`src/rtl/ham74_pkg.sv`:
```
package ham74_pkg;

    localparam int DATA_W = 4;
    localparam int CODE_W = 7;
    localparam int SYN_W  = 3;

    // codeword index of each field (behaviour depends on this order)
    localparam int IX_P1 = 0;
    localparam int IX_P2 = 1;
    localparam int IX_D1 = 2;
    localparam int IX_P3 = 3;
    localparam int IX_D2 = 4;
    localparam int IX_D3 = 5;
    localparam int IX_D4 = 6;

    typedef logic [DATA_W-1:0] nib_t;
    typedef logic [CODE_W-1:0] cw_t;
    typedef logic [SYN_W-1:0]  syn_t;

    typedef struct packed {
        nib_t data;
        syn_t syn;
        logic err;
    } chk_res_t;

    function automatic cw_t ham_encode(input nib_t d);
        cw_t c;
        c[IX_D1] = d[0];
        c[IX_D2] = d[1];
        c[IX_D3] = d[2];
        c[IX_D4] = d[3];
        c[IX_P1] = ~(d[0] ^ d[1] ^ d[2]);
        c[IX_P2] = ~(d[0] ^ d[2] ^ d[3]);
        c[IX_P3] = ~(d[1] ^ d[2] ^ d[3]);
        return c;
    endfunction

    function automatic syn_t ham_syndrome(input cw_t c);
        syn_t s;
        s[0] = ~(c[IX_P1] ^ c[IX_D1] ^ c[IX_D2] ^ c[IX_D3]);
        s[1] = ~(c[IX_P2] ^ c[IX_D1] ^ c[IX_D3] ^ c[IX_D4]);
        s[2] = ~(c[IX_P3] ^ c[IX_D2] ^ c[IX_D3] ^ c[IX_D4]);
        return s;
    endfunction

    // syndrome value -> one-hot flip mask over the codeword
    function automatic cw_t ham_flip_mask(input syn_t s);
        cw_t m;
        m = '0;
        case (s)
            3'd1: m[IX_P1] = 1'b1;
            3'd2: m[IX_P2] = 1'b1;
            3'd3: m[IX_D1] = 1'b1;
            3'd4: m[IX_P3] = 1'b1;
            3'd5: m[IX_D2] = 1'b1;
            3'd6: m[IX_D4] = 1'b1;
            3'd7: m[IX_D3] = 1'b1;
            default: m = '0;
        endcase
        return m;
    endfunction

    function automatic nib_t ham_data_of(input cw_t c);
        return {c[IX_D4], c[IX_D3], c[IX_D2], c[IX_D1]};
    endfunction

endpackage

```
`src/rtl/ham_encoder.sv`:
```
module ham_encoder
    import ham74_pkg::*;
(
    input  nib_t data_i,
    output cw_t  code_o
);
    assign code_o = ham_encode(data_i);

    always_comb begin
        AST_ODD_GROUPS: assert (
            (code_o[IX_P1] ^ code_o[IX_D1] ^ code_o[IX_D2] ^ code_o[IX_D3]) &&
            (code_o[IX_P2] ^ code_o[IX_D1] ^ code_o[IX_D3] ^ code_o[IX_D4]) &&
            (code_o[IX_P3] ^ code_o[IX_D2] ^ code_o[IX_D3] ^ code_o[IX_D4]));
        AST_DATA_PLACED: assert (ham_data_of(code_o) == data_i);
    end
endmodule

```
`src/rtl/ham_corrector.sv`:
```
module ham_corrector
    import ham74_pkg::*;
(
    input  cw_t      code_i,
    output chk_res_t res_o
);
    syn_t syn;
    cw_t  mask;
    cw_t  fixed;

    always_comb begin
        syn   = ham_syndrome(code_i);
        mask  = ham_flip_mask(syn);
        fixed = code_i ^ mask;
        res_o.data = ham_data_of(fixed);
        res_o.syn  = syn;
        res_o.err  = (syn != '0);
    end

    always_comb begin
        if (res_o.syn == '0)
            AST_CLEAN_PASS: assert (res_o.data == ham_data_of(code_i));
        if (res_o.syn == 3'd1 || res_o.syn == 3'd2 || res_o.syn == 3'd4)
            AST_PARITY_HIT_KEEPS_DATA: assert (res_o.data == ham_data_of(code_i));
        AST_ONE_FLIP_PER_ERROR: assert ($countones(code_i ^ fixed) == (res_o.err ? 1 : 0));
        if (res_o.err)
            AST_REPAIR_IS_CLEAN: assert (ham_syndrome(fixed) == '0);
    end
endmodule

```
`src/rtl/ham_out_stage.sv`:
```
module ham_out_stage #(
    parameter int W   = 8,
    parameter bit REG = 1'b1
) (
    input  logic         clk,
    input  logic         rst,
    input  logic [W-1:0] d_i,
    output logic [W-1:0] q_o
);
    generate
        if (REG) begin : g_reg
            logic [W-1:0] q_r;
            always_ff @(posedge clk) begin
                if (rst) q_r <= '0;
                else     q_r <= d_i;
            end
            assign q_o = q_r;
        end else begin : g_pass
            assign q_o = d_i;
        end
    endgenerate
endmodule

```
`src/rtl/ham74_odd_codec.sv`:
```
module ham74_odd_codec
    import ham74_pkg::*;
#(
    parameter bit OUT_REG = 1'b1
) (
    input  logic              clk,
    input  logic              rst,
    input  logic [DATA_W-1:0] enc_data_in,
    output logic [CODE_W-1:0] enc_code_out,
    input  logic [CODE_W-1:0] dec_code_in,
    output logic [DATA_W-1:0] dec_data_out,
    output logic [SYN_W-1:0]  dec_syndrome,
    output logic              dec_error
);
    localparam int RES_W = $bits(chk_res_t);

    cw_t      enc_comb;
    chk_res_t chk_comb;
    chk_res_t chk_q;

    ham_encoder u_enc (
        .data_i (enc_data_in),
        .code_o (enc_comb)
    );

    ham_corrector u_cor (
        .code_i (dec_code_in),
        .res_o  (chk_comb)
    );

    ham_out_stage #(.W(CODE_W), .REG(OUT_REG)) u_enc_stage (
        .clk (clk),
        .rst (rst),
        .d_i (enc_comb),
        .q_o (enc_code_out)
    );

    ham_out_stage #(.W(RES_W), .REG(OUT_REG)) u_chk_stage (
        .clk (clk),
        .rst (rst),
        .d_i (chk_comb),
        .q_o (chk_q)
    );

    assign dec_data_out = chk_q.data;
    assign dec_syndrome = chk_q.syn;
    assign dec_error    = chk_q.err;

    AST_FLAG_TRACKS_SYN: assert property (@(posedge clk) disable iff (rst)
        dec_error == (dec_syndrome != '0));

    generate
        if (OUT_REG) begin : g_lat_chk
            AST_ENC_ONE_CYCLE: assert property (@(posedge clk) disable iff (rst)
                !$past(rst) |-> enc_code_out == ham_encode($past(enc_data_in)));
            AST_SYN_ONE_CYCLE: assert property (@(posedge clk) disable iff (rst)
                !$past(rst) |-> dec_syndrome == ham_syndrome($past(dec_code_in)));
        end
    endgenerate
endmodule

```
`config.mk`:
```
export PLATFORM = sky130hd
export DESIGN_NAME = ham74_odd_codec
export DESIGN_NICKNAME = d
export VERILOG_FILES = /design/src/rtl/ham74_pkg.sv /design/src/rtl/ham_encoder.sv /design/src/rtl/ham_corrector.sv /design/src/rtl/ham_out_stage.sv /design/src/rtl/ham74_odd_codec.sv
export SDC_FILE = /design/constraint.sdc
export NUM_CORES = 1
export LEC_CHECK = 0
export BUFFER_PORTS_ARGS = -buffer_cell sky130_fd_sc_hd__clkbuf_2
export CAP_MARGIN = 10
export CORE_MARGIN = 4
export CORE_UTILIZATION = 44
export DETAILED_ROUTE_END_ITERATION = 16
export PLACE_DENSITY = 0.8
export SKIP_CTS_REPAIR_TIMING = 1
export SLEW_MARGIN = 20
export SYNTH_ARGS = -nofsm -noshare
export SYNTH_HDL_FRONTEND = slang
export SYNTH_SLANG_ARGS = --single-unit
```
`constraint.sdc`:
```
create_clock -name clk -period 2.1 [get_ports clk]
set_clock_uncertainty 0.1 [all_clocks]
set_input_delay 0.105 -clock clk [delete_from_list [all_inputs] [get_ports clk]]
set_output_delay 0.105 -clock clk [all_outputs]
set_load 0.03 [all_outputs]
```
# Word level (Yosys, flattened, before mapping)

Cells that the tools add are included.

Equality and inequality tests: 7
Multiplexer cells: 7
Bitwise operators: 22
Reduce and logical (&&, ||, !) cells: 1

Operators by type and width:

| operator                                            | number |
|---|---|
| bitwise XOR 1 bit                                   | 15 |
| equality test 3 bit, second input constant          | 4 |
| two-way mux 1 bit                                   | 7 |
| bitwise XOR 7 bit                                   | 1 |
| equality test 3 x 2 -> 1 bit, second input constant | 2 |
| inverter 1 bit                                      | 6 |
| equality test 3 x 1 -> 1 bit, second input constant | 1 |
| nonzero test 3 bit                                  | 1 |

Register bits: 15
Input port bits: 13
Output and inout port bits: 15

# Longest topological paths before layout

Gate-level depths: netlist of the first run.

Depth after elaboration: 7
Mapped depth: 5

# Hierarchy

Synthesis of the first run repeated with hierarchy kept, for this count alone.

Cell total of the unflattened synthesis: 55
Area, all modules: 651.9 um2

By module, submodules not included:

| module                       | instances | cells an instance | area an instance (um2) | sequential area each (um2) |
|---|---|---|---|---|
| ham_out_stage at u_chk_stage | 1         | 16                | 210.2                  | 160.2 |
| ham_out_stage at u_enc_stage | 1         | 14                | 183.9                  | 140.1 |
| ham_corrector                | 1         | 18                | 160.2                  | 0.0 |
| ham_encoder                  | 1         | 7                 | 97.6                   | 0.0 |

# Worst setup path after synthesis of the first run

OpenSTA, ideal clock, no wires.

Path kind: input-to-reg
Start point: in dec_code_in[4]
End point: reg u_chk_stage.g_reg.q_r[5] (netlist: u_chk_stage.q_o[5])
Library setup time: 71 ps
Data arrival time: 1,383 ps
Path slack: 547 ps
Stages: 5
Path through: buf_6 xnor3_2 xnor2_2 or4_1 a21oi_1

Word-level cells in the longest chain between the ends: 7

Ends and longest elaborated chain:

| what                           | RTL line              | text |
|---|---|---|
| from (decl)                    | ham74_odd_codec.sv:10 | `input logic [CODE_W-1:0] dec_code_in,` |
| bitwise XOR 1 bit (3 in a row) | ham74_pkg.sv:42       | `s[2] = ~(c[IX_P3] ^ c[IX_D2] ^ c[IX_D3] ^ c[IX_D4]);` |
| inverter 1 bit                 | ham74_pkg.sv:42       |  |
| equality test 3 bit            | ham74_pkg.sv:50       | `case (s)` |
| two-way mux 1 bit              | ham74_pkg.sv:50       |  |
| bitwise XOR 7 bit *            | ham_corrector.sv:14   | `fixed = code_i ^ mask;` |
| to (signal assigned)           | ham_out_stage.sv:15   | `else q_r <= d_i;` |
| to (decl)                      | ham_out_stage.sv:12   | `logic [W-1:0] q_r;` |

Mark *: on every way between the ends. The rest lies on a longest branch, timed or not.
A chain may end at the register's enable or synchronous reset.

# Worst setup path after layout of the first run

Ends and elaborated chain as after synthesis.

==> results.toml, run 1 <==
[final_layout]
antenna_cells = 0
layout-drive-gt1-share_pct = 37.4
nets = 105
mostFrequentLayoutCell = "clkbuf_2"
area_growth_pct = 31.1
mostFrequentLayoutCells = "clkbuf_2, dfxtp_1, xnor2_1, nor2_1, nor2b_1"
fin_area_um2 = 828
nFillCells = 106

[routing]
avgViaCountPerCell = 4.75
routedWlPerCell_um = 10.5
num_vias = 504
drt-total-wl_um = 1110
dr.pass1.iters = 2
drtIter0Drc = 2
drc = 0
postRouteAntennaNets = 0

[yosys]
ys_seq_area_share_pct = 47.5
ys_types = 19
synthesis.nets = 72
synth_simple_gate_area_share_pct = 15.8
synth_top_family_by_area = "XOR/XNOR gates"
synth_seq_cells = 15
syn-mean-instance-area_um2 = 10.7
netlist_instances = 59
synth_compound_area_share_pct = 6.34
synth.area.mux_share_pct = 3.56
synth-xor-area-share_pct = 24.4
syn_area_um2 = 632
synthAdderAreaFrac_pct = 0
yosysWarnings = 0

[grt]
first_global_vias = 464
grt.total_usage_pct = 11.8
grt_max_degree = 18
globalRouteOverflowTotal = 0
antenna_found_initial = 0
grt_pass1_wl_um = 1750

[min_path]
hold_end = "u_enc_stage.q_o[5]"
min_path_type = "input port to register"
min_from = "enc_data_in[2]"
whs_path_depth = 2

[cts]
numCtsBuffers = 3
cts.htree.levels = 1
cts.sinks = 15
clockBufferDepth = 2
root_buffer = "clkbuf_4"
clk_pin_slew_ps = 90
cts_tree = "yes"

[sta]
timing.fmax_mhz = 720
drv_slew = 0
tns_ps = 0
finalHoldViolCount = 0
slew_headroom_pct = 69.2
fin_crit_ps = 1390
worst_pin_slew_ps = 459
rsz0062_at_grt = "false"
setup_viol = 0
fin_crit_sh_pct = 66.1

[pwr]
p_switching_uw = 223
p_leak_nw = 0.387
swShare_pct = 32.5
vdd_ir_drop_max_v = 0.000343
pwr-share-clk_pct = 22.9
power_density_nw_per_um2 = 828
p_int_uw = 463
power_frac_seq_pct = 46.7
combPwrFrac_pct = 30.4

[critical_path]
cp-start-kind = "input port"
path_buf_inv = 1
crit_chain = "clkbuf_2, xnor3_2, xnor2_2, or4_1, a21oi_1"
crit_type = "input port to register"
crit_family = "XOR/XNOR gates"
worstPathRequired_ps = 2210
cpPeakStageDelay_ps = 520
cp_max_fo = 6
cp-end-kind = "register"
crit_slowest_cell = "or4_1"
cp-startpoint = "dec_code_in[4]"
crit_arrival_ps = 1500

[place]
gp_congestion = 0.752
portBuffers = 27
dp_hpwl_um = 881
post_dp_cell_area_um2 = 771

[floorplanning]
core.rowCount = 13
fp.dieH_um = 45.9
die_w_um = 45.9
floorplan.core_area_um2 = 1330
initial_core_util_pct = 47.4
dieArea_um2 = 2110
ios = 28

[status]
status = "finished, final reports clean"

[run]
cap_violations = 0
==> flip-flops by register name, indices dropped and copies added, names as in the netlist <==
name             cells
u_chk_stage.q_o      8
u_enc_stage.q_o      7
==> worst max path at each step <==
stage | to | slack (ps) | depth (start not counted)
4_1_cts | u_chk_stage.q_o[5] | 720 | 5
3_5_place_dp | u_chk_stage.q_o[5] | 420 | 5
5_1_grt | u_chk_stage.q_o[5] | 660 | 5
2_1_floorplan | u_chk_stage.q_o[5] | 550 | 5
6_report | u_chk_stage.q_o[5] | 710 | 5
3_3_place_gp | u_chk_stage.q_o[5] | 470 | 5
==> metal layers <==
layer | track usage [%] | part of all wire, % | wire (um)
met3 | 1.58 | 9.1 | 101
met5 | 0 | 0 | 0
met4 | 8.52 | 2.4 | 27
met2 | 22.5 | 52 | 575
met1 | 10.9 | 36 | 405
==> metrics by stage <==
step,util (%),std cells,power [mW],hold WS [ps],setup WS (ps)
final,62.1,106,0.686,16.2,712
after global routing,62.1,106,0.732,8.85,658
after CTS,59.8,103,0.689,-39.4,717
after detailed placement,57.8,99,0.532,252,418
after global placement,57.8,99,0.528,246,472
after floorplan,-,59,0.476,76.6,547
==> cell families after synthesis <==
family / after synthesis
DFF: 15
and+or+nand+nor: 19
buffers and inverters: 2
AOI/OAI and AO/OA: 6
muxes: 2
xor gates and xnor gates: 15
==> Yosys cell counts <==
| cell | instances | share of area [%] |
|---|---|---|
| a21oi_1 | 3 | 2.4 |
| mux2_1 | 2 | 3.6 |
| xor2_1 | 2 | 2.8 |
| and3b_1 | 1 | 1.4 |
| xnor3_2 | 1 | 3.8 |
| nor3_1 | 1 | 0.79 |
| buf_6 | 1 | 1.8 |
| xnor2_1 | 11 | 15 |
| clkbuf_1 | 1 | 0.59 |
| o31ai_1 | 1 | 1.2 |
| nor2b_1 | 6 | 5.9 |
| or4_1 | 1 | 1.2 |
| a21boi_2 | 1 | 1.8 |
| xnor2_2 | 1 | 2.6 |
| a31oi_1 | 1 | 0.99 |
| nand3_1 | 1 | 0.79 |
| or3_1 | 1 | 0.99 |
| dfxtp_1 | 15 | 48 |
| nor2_1 | 8 | 4.8 |
==> area by class of cell <==
| type | instances | area (um2) | area share [%] |
|---|---|---|---|
| multi-input combinational | 42 | 317 | 38.2 |
| sequential | 15 | 300 | 36.3 |
| timing repair buffer | 30 | 165 | 19.9 |
| clock buffer | 3 | 22.5 | 2.72 |
| tap | 15 | 18.8 | 2.27 |
| clock inverter | 1 | 5.00 | 0.604 |
==> power groups by stage <==
stage               combinational (mW)  sequential (mW)  clock [mW]
floorplan                       0.0895            0.386           0
global placement                 0.202            0.327           0
detailed placement               0.205            0.327           0
CTS                              0.206            0.320       0.163
global route                     0.227            0.323       0.182
finish                           0.209            0.320       0.157
Power figures use the tool's default switching activity.
==> run 2: changes to the inputs <==
--- a/config.mk
+++ b/config.mk
@@ -5,12 +5,13 @@
 export SDC_FILE = /design/constraint.sdc
 export NUM_CORES = 1
 export LEC_CHECK = 0
+export ABC_AREA = 1
 export BUFFER_PORTS_ARGS = -buffer_cell sky130_fd_sc_hd__clkbuf_2
 export CAP_MARGIN = 10
 export CORE_MARGIN = 4
-export CORE_UTILIZATION = 44
+export CORE_UTILIZATION = 46
 export DETAILED_ROUTE_END_ITERATION = 16
-export PLACE_DENSITY = 0.8
+export PLACE_DENSITY = 0.81
 export SKIP_CTS_REPAIR_TIMING = 1
 export SLEW_MARGIN = 20
 export SYNTH_ARGS = -nofsm -noshare
==> constraint.sdc (replaced) <==
create_clock -name clk -period 1.3 [get_ports clk]
set_clock_uncertainty 0.1 [all_clocks]
set_input_delay 0.065 -clock clk [delete_from_list [all_inputs] [get_ports clk]]
set_output_delay 0.065 -clock clk [all_outputs]
set_load 0.03 [all_outputs]
==> run 2 against run 1 <==
Against the previous run: the run now ends with hold timing left; flip-flop and latch count did not move; area after synthesis rose by 12%; sequential power rose by 58%; clock-buffer cell count rose by 1; utilization rose by 5.7 points; global-route usage rose by 3.3 points; wire length rose by 44%; sequential share of layout area fell by 4.2 points; critical path depth did not move; clock power rose by 62%; die area rose by 6.2%; final area rose by 13%; critical path type unchanged.
==> results.toml, run 2 <==
[cts]
cts.sinks = 15
clk_pin_slew_ps = 90
numCtsBuffers = 3
cts.htree.levels = 1
clockBufferDepth = 2
cts_tree = "yes"
root_buffer = "clkbuf_4"

[final_layout]
fin_area_um2 = 937
nFillCells = 126
nets = 155
area.sequential_um2 = 300
multi_input_area_um2 = 354
antenna_cells = 0
area_growth_pct = 31.9
mostFrequentLayoutCells = "nand2_1, clkbuf_2, dfxtp_1, nor2_1, inv_1"
fin_cells = 156
mostFrequentLayoutCell = "nand2_1"
layout-drive-gt1-share_pct = 28.4
largest_reg_flops = 8

[grt]
grt_max_degree = 11
first_global_vias = 562
globalRouteOverflowTotal = 0
grt.total_usage_pct = 15.0
grt_pass1_wl_um = 2270
antenna_found_initial = 0

[place]
portBuffers = 27
dp_hpwl_um = 1240
gp_congestion = 0.858
dp.cells = 147
post_dp_cell_area_um2 = 861

[sta]
fin_crit_ps = 1200
tns_ps = 0
slew_headroom_pct = 80.7
setup_viol = 0
rsz0062_at_grt = "false"
timing.fmax_mhz = 836
whs_ps = -26.6
fin_crit_sh_pct = 92.0
drv_slew = 0
finalHoldViolCount = 1
worst_pin_slew_ps = 288

[yosys]
ys_seq_area_share_pct = 42.3
yosys.area.top_type_share_pct = 42.3
synth_area_leaders = "dfxtp_1, nand2_1, nor2_1"
synth-main-ff-cell = "dfxtp_1"
synth-async-reset-ratio_pct = 0
synth_seq_cells = 15
synthesis.nets = 119
synth_edf_count = 0
syn_area_um2 = 711
syn-mean-instance-area_um2 = 6.70
yosysMostFrequentCell = "nand2_1"
netlist_instances = 106
ys_types = 17
synth_commonest_cells = "nand2_1, dfxtp_1, nor2_1"
yosys.area.top_type = "dfxtp_1"
yosysWarnings = 0

[critical_path]
crit_family = "buffers and inverters"
crit_type = "input port to register"
path_buf_inv = 2
cp-start-kind = "input port"
crit_chain = "dlygate4sd3_1, clkbuf_2, xnor2_1, or2_2, a21oi_1"
path_depth = 5
worstPathRequired_ps = 1400
cp-startpoint = "enc_data_in[2]"
cp-end-kind = "register"
cpPeakStageDelay_ps = 550
crit_arrival_ps = 1300
cp_max_fo = 3
crit_slowest_cell = "dlygate4sd3_1"

[status]
violations = "hold timing"
status = "finished with violations"

[routing]
drtIter0Drc = 20
num_vias = 733
routedWlPerCell_um = 10.2
avgViaCountPerCell = 4.70
drt-total-wl_um = 1600
postRouteAntennaNets = 0
drc = 0
dr.pass1.iters = 4

[pwr]
power_mw = 1.07
p_leak_nw = 0.545
vdd_ir_drop_max_v = 0.000693
power_density_nw_per_um2 = 1140

[floorplanning]
die_w_um = 47.3
core.rowCount = 13
initial_core_util_pct = 51.4
floorplan.core_area_um2 = 1380
dieArea_um2 = 2240
ios = 28
fp.dieH_um = 47.3

[min_path]
whs_path_depth = 3
min_path_type = "input port to register"
min_from = "dec_code_in[4]"

[run]
cap_violations = 0
==> run 2: report_power, final <==
group / switching (mW) / internal, mW
clock: 0.135 / 0.119
combinational: 0.208 / 0.0997
sequential: 0.00912 / 0.496
total: 0.352 / 0.715
==> run 2: cells by family (layout without fill, tap and decap cells) <==
logic type	after synthesis	after routing	share of synthesized area, %
simple gates	64	64	40.1
flops	15	15	42.3
buf+inv	15	50	7.92
compound gates	10	10	7.22
xor+xnor	2	2	2.47
==> run 2: per-stage QoR <==
| stage | utilization [%] | worst slack, ps |
|---|---|---|
| final | 67.8 | 103 |
| after global placement | 62.3 | 162 |
| after global routing | 67.8 | 39.9 |
| after CTS | 64.2 | 318 |
| after floorplan | - | 424 |
| after detailed placement | 62.3 | 141 |
==> run 2: cell type report <==
type                    count  area share (%)
multi-input cells          76            37.8
inverters                  14            5.61
clock buffers               4            2.80
well taps                  15            2.00
flip-flops and latches     15            32.0
repair buffers             32            19.8
==> run 2: final timing paths <==
check / slack [ps] / to
max: 100 / u_enc_stage.q_o[1]
min: -30 / u_chk_stage.q_o[5]
==> run 2: routing by layer <==
metal  part of all wire (%)  global-route usage (%)  vias to the layer above
met5                      0                       0                        -
met4                    1.5                    8.29                        0
met3                    7.4                    5.75                        4
met2                     49                    23.5                       22
met1                     42                    17.5                      313
li1                       -                       -                      394
==> run 2: tightest hold or removal path, stage by stage <==
cell and delay, ps:
clkbuf_2 120, a21oi_1 50, nor2_1 80
==> run 3: changes to the inputs <==
--- a/config.mk
+++ b/config.mk
@@ -8,6 +8,7 @@
 export ABC_AREA = 1
 export BUFFER_PORTS_ARGS = -buffer_cell sky130_fd_sc_hd__clkbuf_2
 export CAP_MARGIN = 10
+export CORE_ASPECT_RATIO = 0.9
 export CORE_MARGIN = 4
 export CORE_UTILIZATION = 46
 export DETAILED_ROUTE_END_ITERATION = 16
==> run 3 against run 2 <==
Against the previous run: the flow still finishes with violations (hold timing); utilization down 3.0 points; sequential power about the same; cell count unchanged; wire length up 0.56%; global-route usage fell by 1.1 points; combinational power about the same; hold slack better by 18 ps.
==> results.toml, run 3 (synthesis gave the netlist of run 2 again) <==
[sta]
fin_crit_sh_pct = 92.7
finalHoldViolCount = 1
drv_slew = 0
setup_viol = 0
whs_ps = -8.66
fin_crit_ps = 1200
rsz0062_at_grt = "false"
timing.final.ws_setup_ps = 95.1
tns_ps = 0
timing.fmax_mhz = 830
worst_pin_slew_ps = 292
slew_headroom_pct = 80.4

[final_layout]
nFillCells = 138
area_growth_pct = 31.9
fin_util_pct = 64.7
fin_cells = 156
nets = 155
antenna_cells = 0
fin_area_um2 = 937
mostFrequentLayoutCells = "nand2_1, clkbuf_2, dfxtp_1, nor2_1, inv_1"
largest_reg_flops = 8
mostFrequentLayoutCell = "nand2_1"
layout-drive-gt1-share_pct = 28.4

[grt]
globalRouteOverflowTotal = 0
first_global_vias = 616
grt_pass1_wl_um = 2340
antenna_found_initial = 0
grt.total_usage_pct = 13.9
grt_max_degree = 11

[status]
violations = "hold timing"
status = "finished with violations"

[critical_path]
crit_type = "input port to register"
crit_arrival_ps = 1310
cp-end-kind = "register"
cp-start-kind = "input port"
cp_max_fo = 4
worstPathRequired_ps = 1400

[cts]
clk_pin_slew_ps = 80
root_buffer = "clkbuf_4"
numCtsBuffers = 3
clockBufferDepth = 2
cts_tree = "yes"
cts.sinks = 15
cts.htree.levels = 1

[place]
post_dp_cell_area_um2 = 861
portBuffers = 27
gp_congestion = 0.784
dp.cells = 147
dp_hpwl_um = 1210
pre_cts_slack_ps = 154

[routing]
drtIter0Drc = 10
drc = 0
avgViaCountPerCell = 4.65
postRouteAntennaNets = 0
dr.pass1.iters = 4
routedWlPerCell_um = 10.3
drt-total-wl_um = 1610
num_vias = 726

[floorplanning]
core.rowCount = 13
die_w_um = 49.4
dieArea_um2 = 2240
initial_core_util_pct = 49.1
ios = 28
fp.dieH_um = 45.3
floorplan.core_area_um2 = 1450

[pwr]
vdd_ir_drop_max_v = 0.000517
p_leak_nw = 0.545
power_mw = 1.07
power_density_nw_per_um2 = 1140

[run]
cap_violations = 0

[min_path]
min_path_type = "input port to register"
[run 3: cell counts in the layout (fill, tap and decap cells not counted)]
Identical to the previous run, type by type.
[run 3: final cells by class]
cell class,count,area (um2),area share (%)
Multi-Input combinational cell,76,354,37.8
Sequential cell,15,300,32.0
Timing Repair Buffer,32,185,19.8
Inverter,14,52.6,5.61
Clock buffer,4,26.3,2.80
Tap cell,15,18.8,2.00
[run 3: report_power, final]
part,leakage [nW],internal (mW),switching (mW)
Combinational,0.404,0.0996,0.208
Clock,0.0150,0.119,0.133
Sequential,0.125,0.496,0.00925
[run 3: worst paths after layout]
| path | end | depth (start not counted) | startpoint |
|---|---|---|---|
| setup / recovery | u_enc_stage.q_o[0] | 5 | enc_data_in[2] |
| hold / removal | u_chk_stage.q_o[5] | 3 | dec_code_in[4] |
[run 3: critical path, cell delays in order]
cell	delay, ps
dlygate4sd3_1	560
clkbuf_2	150
xnor2_1	270
o21ai_0	120
a21oi_1	150
[run 3: per-layer routing]
layer  global-route usage (%)  vias up  wire [um]
met5                        0        -          0
met4                     8.29        0         43
met3                     3.63        4         70
met2                     25.9       18        832
met1                     14.4      308        660
li1                         -      396          -
